===== src/rtl/tp_pkg.sv =====
package tp_pkg;
   // Swap the low and high halves of an index of 2*half bits.
   function automatic logic [31:0] tp_swap(input logic [31:0] idx, input int unsigned half);
      logic [31:0] lo_mask;
      lo_mask = (32'd1 << half) - 32'd1;
      return ((idx & lo_mask) << half) | ((idx >> half) & lo_mask);
   endfunction

   // Queue entry marks carried beside each element.
   typedef struct packed {
      logic sop;
      logic eop;
   } tp_mark_t;
endpackage


===== src/rtl/tp_bank.sv =====
module tp_bank #(
   parameter int DATA_W = 16,
   parameter int ADDR_W = 4
) (
   input  logic              clk,
   input  logic              we,
   input  logic [ADDR_W-1:0] waddr,
   input  logic [DATA_W-1:0] wdata,
   input  logic              re,
   input  logic [ADDR_W-1:0] raddr,
   output logic [DATA_W-1:0] rdata
);
   localparam int DEPTH = 1 << ADDR_W;

   logic [DATA_W-1:0] mem [DEPTH];

   always_ff @(posedge clk) begin
      if (we) mem[waddr] <= wdata;
      if (re) rdata <= mem[raddr];
   end
endmodule


===== src/rtl/tp_writer.sv =====
module tp_writer #(
   parameter int DIM_LOG2 = 2,
   parameter int ADDR_W   = 2 * DIM_LOG2
) (
   input  logic              clk,
   input  logic              rst_n,
   input  logic              in_valid,
   input  logic              in_sop,
   input  logic              in_eop,
   input  logic [1:0]        full_i,
   output logic              in_ready,
   output logic              we,
   output logic [ADDR_W-1:0] waddr,
   output logic              wsel,
   output logic              done
);
   localparam logic [ADDR_W-1:0] LAST = '1;

   logic [ADDR_W-1:0] cnt_q;

   assign in_ready = !full_i[wsel];
   assign we       = in_valid && in_ready;
   assign waddr    = in_sop ? '0 : cnt_q;
   assign done     = we && (waddr == LAST);

   always_ff @(posedge clk or negedge rst_n) begin
      if (!rst_n) begin
         cnt_q <= '0;
         wsel  <= 1'b0;
      end else if (we) begin
         cnt_q <= waddr + 1'b1;
         if (done) wsel <= ~wsel;
      end
   end

   // an accepted end-of-packet must land on the last element
   p_in_eop_last_r7: assert property (@(posedge clk) disable iff (!rst_n)
      (we && in_eop) |-> (waddr == LAST));
endmodule


===== src/rtl/tp_reader.sv =====
module tp_reader
   import tp_pkg::*;
#(
   parameter int DIM_LOG2 = 2,
   parameter int DATA_W   = 16,
   parameter int ADDR_W   = 2 * DIM_LOG2
) (
   input  logic                   clk,
   input  logic                   rst_n,
   input  logic [1:0]             full_i,
   input  logic [1:0][DATA_W-1:0] rdata_i,
   output logic                   re,
   output logic [ADDR_W-1:0]      raddr,
   output logic                   rsel,
   output logic                   release_o,
   output logic                   out_valid,
   input  logic                   out_ready,
   output logic [DATA_W-1:0]      out_data,
   output logic                   out_sop,
   output logic                   out_eop
);
   localparam logic [ADDR_W-1:0] LAST = '1;
   localparam int ENT_W = DATA_W + 2;

   logic [ADDR_W-1:0] cnt_q;
   logic              infl_q, infl_bank_q;
   tp_mark_t          infl_mark_q;
   logic [ENT_W-1:0]  fifo_q [2];
   logic              wp_q, rp_q;
   logic [1:0]        occ_q;
   logic [1:0]        slots;
   logic              pop, push;

   assign pop       = out_valid && out_ready;
   assign push      = infl_q;
   assign slots     = occ_q + {1'b0, infl_q};
   assign re        = full_i[rsel] && ((slots < 2'd2) || ((slots == 2'd2) && pop));
   assign raddr     = ADDR_W'(tp_swap(32'(cnt_q), DIM_LOG2));
   assign release_o = re && (cnt_q == LAST);

   assign out_valid = (occ_q != 2'd0);
   assign out_sop   = fifo_q[rp_q][ENT_W-1];
   assign out_eop   = fifo_q[rp_q][ENT_W-2];
   assign out_data  = fifo_q[rp_q][DATA_W-1:0];

   always_ff @(posedge clk or negedge rst_n) begin
      if (!rst_n) begin
         cnt_q       <= '0;
         rsel        <= 1'b0;
         infl_q      <= 1'b0;
         infl_bank_q <= 1'b0;
         infl_mark_q <= '0;
         wp_q        <= 1'b0;
         rp_q        <= 1'b0;
         occ_q       <= 2'd0;
         fifo_q[0]   <= '0;
         fifo_q[1]   <= '0;
      end else begin
         infl_q <= re;
         if (re) begin
            cnt_q           <= cnt_q + 1'b1;
            infl_bank_q     <= rsel;
            infl_mark_q.sop <= (cnt_q == '0);
            infl_mark_q.eop <= (cnt_q == LAST);
            if (release_o) rsel <= ~rsel;
         end
         if (push) begin
            fifo_q[wp_q] <= {infl_mark_q.sop, infl_mark_q.eop, rdata_i[infl_bank_q]};
            wp_q         <= ~wp_q;
         end
         if (pop) rp_q <= ~rp_q;
         occ_q <= occ_q + {1'b0, push} - {1'b0, pop};
      end
   end

   // the queue never takes an entry it has no room for
   p_fifo_bound_r6: assert property (@(posedge clk) disable iff (!rst_n)
      (push && !pop) |-> (occ_q < 2'd2));

   // a stalled output holds still
   p_hold_stable_r6: assert property (@(posedge clk) disable iff (!rst_n)
      (out_valid && !out_ready) |=> (out_valid && $stable(out_data)
                                     && $stable(out_sop) && $stable(out_eop)));
endmodule


===== src/rtl/stream_transpose.sv =====
module stream_transpose #(
   parameter int DIM_LOG2 = 2,
   parameter int DATA_W   = 16
) (
   input  logic              clk,
   input  logic              rst_n,
   input  logic              in_valid,
   output logic              in_ready,
   input  logic [DATA_W-1:0] in_data,
   input  logic              in_sop,
   input  logic              in_eop,
   output logic              out_valid,
   input  logic              out_ready,
   output logic [DATA_W-1:0] out_data,
   output logic              out_sop,
   output logic              out_eop
);
   localparam int ADDR_W = 2 * DIM_LOG2;

   generate
      if (DIM_LOG2 < 1 || DIM_LOG2 > 6) begin : g_bad_dim
         $error("stream_transpose: DIM_LOG2 must lie in 1..6");
      end
      if (DATA_W < 1) begin : g_bad_width
         $error("stream_transpose: DATA_W must be positive");
      end
   endgenerate

   logic [1:0]              full_q;
   logic                    wr_we, wr_sel, wr_done;
   logic [ADDR_W-1:0]       wr_addr;
   logic                    rd_re, rd_sel, rd_release;
   logic [ADDR_W-1:0]       rd_addr;
   logic [1:0][DATA_W-1:0]  bank_rdata;

   tp_writer #(.DIM_LOG2(DIM_LOG2), .ADDR_W(ADDR_W)) u_writer (
      .clk(clk), .rst_n(rst_n), .in_valid(in_valid), .in_sop(in_sop),
      .in_eop(in_eop), .full_i(full_q), .in_ready(in_ready), .we(wr_we),
      .waddr(wr_addr), .wsel(wr_sel), .done(wr_done));

   tp_reader #(.DIM_LOG2(DIM_LOG2), .DATA_W(DATA_W), .ADDR_W(ADDR_W)) u_reader (
      .clk(clk), .rst_n(rst_n), .full_i(full_q), .rdata_i(bank_rdata),
      .re(rd_re), .raddr(rd_addr), .rsel(rd_sel), .release_o(rd_release),
      .out_valid(out_valid), .out_ready(out_ready), .out_data(out_data),
      .out_sop(out_sop), .out_eop(out_eop));

   for (genvar b = 0; b < 2; b++) begin : g_bank
      tp_bank #(.DATA_W(DATA_W), .ADDR_W(ADDR_W)) u_bank (
         .clk(clk), .we(wr_we && (wr_sel == 1'(b))), .waddr(wr_addr),
         .wdata(in_data), .re(rd_re && (rd_sel == 1'(b))), .raddr(rd_addr),
         .rdata(bank_rdata[b]));
   end

   // A bank is marked full when its last element is written and freed when
   // its last element is read; the two never hit the same bank in one cycle.
   always_ff @(posedge clk or negedge rst_n) begin
      if (!rst_n) begin
         full_q <= 2'b00;
      end else begin
         if (wr_done)    full_q[wr_sel] <= 1'b1;
         if (rd_release) full_q[rd_sel] <= 1'b0;
      end
   end

   // input stalls only when both banks hold unread matrices
   p_ready_low_both_full_r5: assert property (@(posedge clk) disable iff (!rst_n)
      !in_ready |-> (full_q == 2'b11));

   // first and last marks never share a beat
   p_sop_not_eop_r3: assert property (@(posedge clk) disable iff (!rst_n)
      out_valid |-> !(out_sop && out_eop));
endmodule


===== config.mk =====
export PLATFORM = sky130hd
export DESIGN_NAME = stream_transpose
export DESIGN_NICKNAME = d
export VERILOG_FILES = /design/src/rtl/tp_pkg.sv /design/src/rtl/tp_bank.sv /design/src/rtl/tp_writer.sv /design/src/rtl/tp_reader.sv /design/src/rtl/stream_transpose.sv
export SDC_FILE = /design/constraint.sdc
export NUM_CORES = 1
export LEC_CHECK = 0
export BUFFER_PORTS_ARGS = -buffer_cell sky130_fd_sc_hd__buf_4
export CORE_ASPECT_RATIO = 2
export CORE_MARGIN = 2
export CORE_UTILIZATION = 45
export DETAILED_ROUTE_END_ITERATION = 10
export GPL_ROUTABILITY_DRIVEN = 0
export SLEW_MARGIN = 0
export SYNTH_ARGS = -nofsm -noshare
export SYNTH_HDL_FRONTEND = slang
export SYNTH_HIERARCHICAL = 1
export SYNTH_SLANG_ARGS = --single-unit

===== constraint.sdc =====
create_clock -name clk -period 4.93 [get_ports clk]
set_clock_uncertainty 0.15 [all_clocks]
set_input_delay 0 -clock clk [delete_from_list [all_inputs] [get_ports clk]]
set_output_delay 0 -clock clk [all_outputs]
set_load 0.05 [all_outputs]

==> metrics.yaml, run 1 <==
status:
  status: "finished clean"
detailed_routing:
  drt_drc_violations_left: 0
  wire_per_inst_microns: 24.7
  drt_iter0_drc: 809
  drt-vias-per-instance: 5.63
  vias: 10800
  wl_microns: 47100
  ant_nets: 0
  detail_route.first_pass.iterations: 5
timing:
  final.setup.tns_ps: 0
  rsz0062_at_grt: "no"
  timing.max_slew.rel_slack_pct: 30.0
  final-hold-violation-count: 0
  setup_failing_eps_final: 0
  worstMarginPinSlew_ps: 1050
  clock.fmax_mhz: 314
  period_needed_ps: 3190
  min_period_over_period_pct: 64.6
  final-max-slew-violation-count: 0
cts:
  cts.clk_slew.worst_paths_ps: 70
  htreeDepth: 2
  tritoncts: "built"
  clock_path_buffers: 3
  cts_hold_buffers: 23
  postCtsSetupBuffers: 0
  clock_latency_of_the_later_clocked_register_in_the_worst_skew_pair_ps: 580
  cts_inserted_buffers: 49
  cts_root_buffer: "sky130_fd_sc_hd__clkbuf_16"
  resized_cells_post_cts: 0
  cts_sinks: 600
synthesis:
  async_flop_share_pct: 9.33
  seq_area_frac_synth_pct: 76.4
  synth_nets: 1144
  post_synth_edffs: 544
  ys_ff_latch: 600
  netlist_top_cells_area: "sky130_fd_sc_hd__edfxtp_1 70%, sky130_fd_sc_hd__mux4_2 10%, sky130_fd_sc_hd__dfrtp_1 6.0%"
  yosys_most_used_dff: "sky130_fd_sc_hd__edfxtp_1"
  synth_largest_area_cell: "sky130_fd_sc_hd__edfxtp_1"
  synth.distinct_cells: 47
  netlist_area_sq_mm: 0.0232
  synth-warning-count: 6
  syn_inst: 1117
  synth_largest_type_area_fraction_pct: 70.4
  postSynthAreaPerCell_sq_um: 20.8
setup_path:
  count_of_buffering_cells_on_the_critical_path_with_inverters_included: 1
  timing.critical_path.fanout_max: 12
  critical_path_required_ps: 5050
  criticalPathCategory: "reg -> reg"
  crit_arrival_ps: 3310
  critical_path.endpoint_type: "register"
  timing.critical_path.from_type: "register"
  crit_path_cells: "mux2i_2, and2_4, nor2b_1, nand3_1, nor2_1, buf_4"
  worst_path_dominant_cell_family: "simple AND/OR/NAND/NOR gates"
  critPathMaxStageDelay_ps: 520
  crit_slowest_cell: "sky130_fd_sc_hd__nor2_1"
  regToRegSetupSlack_ps: 1740
floorplan:
  pin_count: 42
  dieHeight_microns: 325
  die_w_microns: 165
  floorplan.initialDensity_pct: 45.6
  design.core.area_sq_mm: 0.0509
  die-area_sq_mm: 0.0535
  core.rowCount: 117
placed_design:
  io_buffer_count: 40
  dp_hpwl_microns: 30600
  post-place-cells: 1801
power:
  power.density_cell_area_mw_per_mm2: 374
  p_sw_share_pct: 20.0
  power.internal_mw: 7.85
  switchingPower_mw: 1.97
  p_comb_share_pct: 3.1
  vdd_drop_max_uv: 280
  seq_power_share_pct: 57.7
  pwr-share-clk_pct: 39.2
  total_leakage_power_nw: 8.99
global_routing:
  grt_max_degree: 67
  grt_first_pass_wirelength_microns: 71000
  globalRouteTotalUtil_pct: 18.2
  initial_antenna_violation_count: 0
  grt_pass1_vias: 11600
  gr-total-overflow: 0
finish:
  areaGrowthSynthToFinish_pct: 13.1
  final_util_pct: 51.5
  fillCellCount: 4015
  layout.nets: 1248
  layout-drive-gt1-share_pct: 25.1
  layoutNonFillerInstCount: 1910
  n_antenna_cell: 0
worst_hold_path:
  holdCritPathClass: "in -> reg"
run:
  number_of_max_cap_violations: 0
## cells in the mapped netlist (4+ instances only)
cell and instances:
sky130_fd_sc_hd__mux2_2 23, sky130_fd_sc_hd__a22oi_1 66, sky130_fd_sc_hd__dfrtp_1 56, sky130_fd_sc_hd__nor2b_1 11, sky130_fd_sc_hd__o21ai_0 17, sky130_fd_sc_hd__edfxtp_1 544, sky130_fd_sc_hd__nand2_1 52, sky130_fd_sc_hd__and3b_1 4
sky130_fd_sc_hd__inv_1 10, sky130_fd_sc_hd__clkbuf_1 20, sky130_fd_sc_hd__mux4_1 20, sky130_fd_sc_hd__buf_4 7, sky130_fd_sc_hd__nor3_1 8, sky130_fd_sc_hd__nor2_1 43, sky130_fd_sc_hd__mux2i_1 17, sky130_fd_sc_hd__buf_1 6
sky130_fd_sc_hd__and2_1 6, sky130_fd_sc_hd__a21oi_1 21, sky130_fd_sc_hd__nand3_1 5, sky130_fd_sc_hd__buf_6 9, sky130_fd_sc_hd__nand3b_1 5, sky130_fd_sc_hd__ha_1 5, sky130_fd_sc_hd__buf_2 13, sky130_fd_sc_hd__xnor2_1 4
sky130_fd_sc_hd__mux2_4 4, sky130_fd_sc_hd__mux4_2 108, sky130_fd_sc_hd__nand2b_1 8
## cells in the final DEF, fill, tap and decap left out, types with 5 or more instances in the layout
| cell | synthesis | final |
|---|---|---|
| sky130_fd_sc_hd__nor2_1 | 43 | 42 |
| sky130_fd_sc_hd__mux2_2 | 23 | 23 |
| sky130_fd_sc_hd__nand2b_1 | 8 | 8 |
| sky130_fd_sc_hd__mux2i_1 | 17 | 17 |
| sky130_fd_sc_hd__nand2_1 | 52 | 52 |
| sky130_fd_sc_hd__a21oi_1 | 21 | 21 |
| sky130_fd_sc_hd__mux4_1 | 20 | 20 |
| sky130_fd_sc_hd__bufinv_16 | 0 | 5 |
| sky130_fd_sc_hd__clkinv_1 | 0 | 7 |
| sky130_fd_sc_hd__nand3b_1 | 5 | 5 |
| sky130_fd_sc_hd__nor2b_1 | 11 | 8 |
| sky130_fd_sc_hd__mux4_2 | 108 | 108 |
| sky130_fd_sc_hd__buf_4 | 7 | 82 |
| sky130_fd_sc_hd__ha_1 | 5 | 5 |
| sky130_fd_sc_hd__and2_1 | 6 | 6 |
| sky130_fd_sc_hd__clkinv_2 | 0 | 7 |
| sky130_fd_sc_hd__nor3_2 | 0 | 8 |
| sky130_fd_sc_hd__nand3_1 | 5 | 5 |
| sky130_fd_sc_hd__dfrtp_1 | 56 | 54 |
| sky130_fd_sc_hd__o21ai_0 | 17 | 17 |
| sky130_fd_sc_hd__inv_1 | 10 | 10 |
| sky130_fd_sc_hd__clkbuf_1 | 20 | 12 |
| sky130_fd_sc_hd__a22oi_1 | 66 | 66 |
| sky130_fd_sc_hd__dlygate4sd3_1 | 0 | 22 |
| sky130_fd_sc_hd__clkbuf_16 | 0 | 50 |
| sky130_fd_sc_hd__edfxtp_1 | 544 | 544 |
## logic make-up after synthesis
family	share of synthesized area [%]
XOR/XNOR	0.226
buffers and inverters	1.55
flip-flops	76.4
AO/OA/AOI/OAI	3.42
multiplexers	14.9
AND/OR/NAND/NOR	3.24
adder cells (fa/ha/maj)	0.269
## per-layer routing
metal | vias to the layer above | GRT usage (%) | routed length, microns
met4 | 0 | 5.73 | 1260
met5 | - | 0 | 0
met1 | 5668 | 19.5 | 16500
met3 | 74 | 2.33 | 1500
li1 | 4783 | - | -
met2 | 227 | 35.8 | 27800
## worst paths after layout
| kind | startpoint | cells past startpoint | end |
|---|---|---|---|
| hold reg to reg | u_reader/fifo_q[21] | 2 | u_reader/fifo_q[21] |
| max in group asynchronous | rst_n | 4 | u_reader/fifo_q[8] |
| hold / removal | out_ready | 4 | u_reader/rp_q |
| setup reg to reg | u_writer/wsel | 6 | g_bank[0].u_bank/mem[14][7] |
| min in group asynchronous | rst_n | 4 | full_q[1] |
| setup / recovery | u_writer/wsel | 6 | g_bank[0].u_bank/mem[14][7] |
## flip-flops by register name, indices dropped and copies added (netlist names)
register	flops
u_reader/infl_mark_q	2
g_bank.u_bank/mem	512
u_reader/rsel	1
u_reader/cnt_q	4
u_reader/occ_q	2
u_reader/fifo_q	36
g_bank.u_bank/rdata	32
u_writer/cnt_q	4
u_reader/infl_q	1
u_reader/rp_q	1
full_q	2
u_writer/wsel	1
u_reader/wp_q	1
u_reader/infl_bank_q	1
## per-stage QoR
step	hold slack (ps)	cell area (sq um)	worst slack (ps)	power (mW)
2_1_floorplan	-446	23200	957	5.92
3_3_place_gp	-57.4	24500	1880	6.05
3_5_place_dp	-53.4	24500	1770	6.06
4_1_cts	190	26300	1780	9.92
5_1_grt	224	26300	1590	10.1
6_report	205	26300	1740	9.82
## power by group through the flow
stage               registers [mW]  clock network, mW  logic (mW)
floorplan                     5.74                  0       0.180
global placement              5.77                  0       0.277
detailed placement            5.77                  0       0.292
CTS                           5.66               3.95       0.312
global route                  5.67               4.12       0.338
finish                        5.66               3.85       0.307
## area by class of cell
class	instances	area [sq um]	area share [%]
sequential	600	17700	67.6
timing repair buffer	108	923	3.52
inverter	11	43.8	0.167
clock inverter	24	260	0.991
clock buffer	62	1300	4.94
multi-input combinational	451	5170	19.7
tap	654	818	3.12
## worst register-to-register path, stage by stage, from the launching register on
cell	delay [ps]
sky130_fd_sc_hd__dfrtp_1	510
sky130_fd_sc_hd__mux2i_2	430
sky130_fd_sc_hd__and2_4	250
sky130_fd_sc_hd__nor2b_1	430
sky130_fd_sc_hd__nand3_1	250
sky130_fd_sc_hd__nor2_1	520
sky130_fd_sc_hd__buf_4	330
Power figures use the tool's default switching activity.
==> inputs of run 2 (changes only) <==
--- a/config.mk
+++ b/config.mk
@@ -5,6 +5,7 @@
 export SDC_FILE = /design/constraint.sdc
 export NUM_CORES = 1
 export LEC_CHECK = 0
+export ABC_AREA = 1
 export BUFFER_PORTS_ARGS = -buffer_cell sky130_fd_sc_hd__buf_4
 export CORE_ASPECT_RATIO = 2
 export CORE_MARGIN = 2
==> constraint.sdc (replaced) <==
create_clock -name clk -period 2.6 [get_ports clk]
set_clock_uncertainty 0.15 [all_clocks]
set_input_delay 0 -clock clk [delete_from_list [all_inputs] [get_ports clk]]
set_output_delay 0 -clock clk [all_outputs]
set_load 0.05 [all_outputs]
==> run 2 against run 1 <==
  * Register-to-register slack worse by 1400 ps
  * Critical path depth is 3 higher
  * Setup slack worse by 1400 ps
  * Final area is 12% higher
  * Critical path type unchanged
  * Largest power group unchanged
  * Highest routed layer unchanged
==> metrics.yaml, run 2 <==
floorplan:
  die_w_microns: 174
  pin_count: 42
  die-area_sq_mm: 0.0598
  core.rowCount: 124
  dieHeight_microns: 344
  floorplan.initialDensity_pct: 45.5
  design.core.area_sq_mm: 0.0571
worst_hold_path:
  timing.hold.worst.start: "out_ready"
  holdCritPathClass: "in -> reg"
setup_path:
  regToRegSetupSlack_ps: 340
  timing.critical_path.from_type: "register"
  r2r.worst_path.cells: 9
  critical_path_required_ps: 2720
  rr_startpoint: "u_writer/wsel"
  critical_path.endpoint_type: "register"
  r2r_end: "g_bank[0].u_bank/mem[6][0]"
  cp-endpoint: "g_bank[0].u_bank/mem[6][0]"
  startpoint: "u_writer/wsel"
  criticalPathCategory: "reg -> reg"
  timing.critical_path.fanout_max: 16
  crit_arrival_ps: 2380
detailed_routing:
  detail_route.first_pass.iterations: 5
  wire_per_inst_microns: 18.6
  drt_drc_violations_left: 0
  vias: 16700
  wl_microns: 62800
  drt-vias-per-instance: 4.95
  ant_nets: 0
  drt_iter0_drc: 1350
finish:
  leading_registers_by_flop_count: "g_bank.u_bank/mem x512, u_reader/fifo_q x36, g_bank.u_bank/rdata x32"
  regMostFlops: "g_bank.u_bank/mem"
  layout.nets: 2598
  most-common-layout-cells: "823 x sky130_fd_sc_hd__nand2_1, 544 x sky130_fd_sc_hd__edfxtp_1, 441 x sky130_fd_sc_hd__inv_1"
  final_area_sq_mm: 0.0294
  layout.cells.most_common: "sky130_fd_sc_hd__nand2_1"
  areaGrowthSynthToFinish_pct: 13.0
  layout-drive-gt1-share_pct: 8.76
  largest_register_ffs: 512
synthesis:
  synth_largest_type_area_fraction_pct: 62.8
  yosys_most_used_dff: "sky130_fd_sc_hd__edfxtp_1"
  async_flop_share_pct: 9.33
  synth_largest_area_cell: "sky130_fd_sc_hd__edfxtp_1"
  syn_inst: 2503
  yosysMostFrequentCell: "sky130_fd_sc_hd__nand2_1"
  postSynthAreaPerCell_sq_um: 10.4
  synth_nets: 2530
  netlist_area_sq_mm: 0.0260
  post_synth_edffs: 544
  ys_ff_latch: 600
  ys_top_cells_by_count: "823 x sky130_fd_sc_hd__nand2_1, 544 x sky130_fd_sc_hd__edfxtp_1, 441 x sky130_fd_sc_hd__inv_1"
  netlist_top_cells_area: "sky130_fd_sc_hd__edfxtp_1 63%, sky130_fd_sc_hd__nand2_1 12%, sky130_fd_sc_hd__nand3_1 7.6%"
  synth.distinct_cells: 29
  seq_area_frac_synth_pct: 68.2
  synth-warning-count: 6
cts:
  tritoncts: "built"
  cts.clk_slew.worst_paths_ps: 70
  postCtsSetupBuffers: 0
  cts_sinks: 600
  clock_latency_of_the_later_clocked_register_in_the_worst_skew_pair_ps: 590
  htreeDepth: 2
  cts_inserted_buffers: 51
  clock_path_buffers: 3
  cts_root_buffer: "sky130_fd_sc_hd__clkbuf_16"
global_routing:
  initial_antenna_violation_count: 0
  globalRouteTotalUtil_pct: 21.1
  grt_pass1_vias: 16400
  gr-total-overflow: 0
  grt_max_degree: 118
  grt_first_pass_wirelength_microns: 95500
timing:
  final.setup.tns_ps: 0
  clock.fmax_mhz: 443
  min_period_over_period_pct: 86.9
  timing.max_slew.rel_slack_pct: 44.2
  period_needed_ps: 2260
  setup_failing_eps_final: 0
  final-max-slew-violation-count: 0
  worstMarginPinSlew_ps: 837
  rsz0062_at_grt: "no"
  final-hold-violation-count: 0
placed_design:
  dp_hpwl_microns: 39900
  io_buffer_count: 40
  place_area_sq_mm: 0.0273
power:
  vdd_drop_max_uv: 592
  total_leakage_power_nw: 12.7
  power.density_cell_area_mw_per_mm2: 1040
  power_mw: 30.6
run:
  number_of_max_cap_violations: 0
status:
  status: "finished clean"
-- run 2: cell count changes after synthesis, sizes merged, moves of 12 or more --
cell / delta
a21oi: -20
a22oi: -66
buf: +55
inv: +438
mux2i: -18
mux4: -128
nand2: +775
nand3: +389
nor2b: -12
o21ai: +25
-- run 2: layout make-up --
class / instances / area, sq um
clock inverters: 30 / 390
inverters: 449 / 1690
diodes: 1 / 2.50
well taps: 756 / 946
repair buffers: 130 / 1290
multi-input cells: 1339 / 5870
flip-flops and latches: 600 / 17700
clock buffers: 65 / 1460
fillers: 5100 / 27700
-- run 2: cell families after synthesis --
| kind of cell | after synthesis | share of synthesized area, % |
|---|---|---|
| multiplexers | 16 | 0.823 |
| XOR/XNOR | 4 | 0.135 |
| adder cells (fa/ha/maj) | 5 | 0.241 |
| flip-flops | 600 | 68.2 |
| AO/OA/AOI/OAI | 43 | 0.885 |
| buffers and inverters | 564 | 9.21 |
| AND/OR/NAND/NOR | 1271 | 20.5 |
-- run 2: worst max-delay path: stages (launching register included) --
cell                       delay [ps]
sky130_fd_sc_hd__dfrtp_1          450
sky130_fd_sc_hd__nand2_1          170
sky130_fd_sc_hd__nand3_4          140
sky130_fd_sc_hd__inv_2            120
sky130_fd_sc_hd__inv_1             50
sky130_fd_sc_hd__nor2_1            80
sky130_fd_sc_hd__buf_4            150
sky130_fd_sc_hd__nand3b_1         190
sky130_fd_sc_hd__nor2_1           160
sky130_fd_sc_hd__buf_4            260
-- run 2: power breakdown --
part / internal [mW] / switching, mW
combinational: 3.01 / 7.33
sequential: 11.5 / 0.450
clock: 4.87 / 3.46
-- run 2: worst min-delay path by stage --
| stage | end | slack [ps] | depth (start not counted) |
|---|---|---|---|
| after floorplan | full_q[0] | -450 | 0 |
| after global placement | u_reader/occ_q[1] | -60 | 1 |
| after detailed placement | u_reader/occ_q[0] | -50 | 1 |
| after CTS | u_reader/rp_q | 120 | 4 |
| after global routing | u_reader/rp_q | 170 | 4 |
| final | u_reader/rp_q | 150 | 4 |
-- run 2: timing repair --
item                                   in CTS  in global routing
endpoints found under the hold margin     587                  0
hold buffers                               23                  0
gates resized for setup                     0                  0
-- run 2: through the flow --
step	std cells	setup slack (ps)	util (%)	hold WS, ps
final	3370	341	51.5	150
after CTS	3369	305	51.5	123
after global routing	3369	176	51.5	165
after floorplan	2503	206	-	-446
after global placement	3251	321	47.8	-58.7
after detailed placement	3251	335	47.8	-45.0
-- run 2: layer usage --
metal / routed length (microns) / vias to the layer above / track usage (%) / part of all wire, %
met5: 0 / - / 0 / 0
met4: 3980 / 0 / 12.6 / 6.3
met3: 2510 / 127 / 1.91 / 4.0
met2: 32800 / 443 / 39.0 / 52
met1: 23500 / 7939 / 23.6 / 37
li1: - / 8162 / - / -
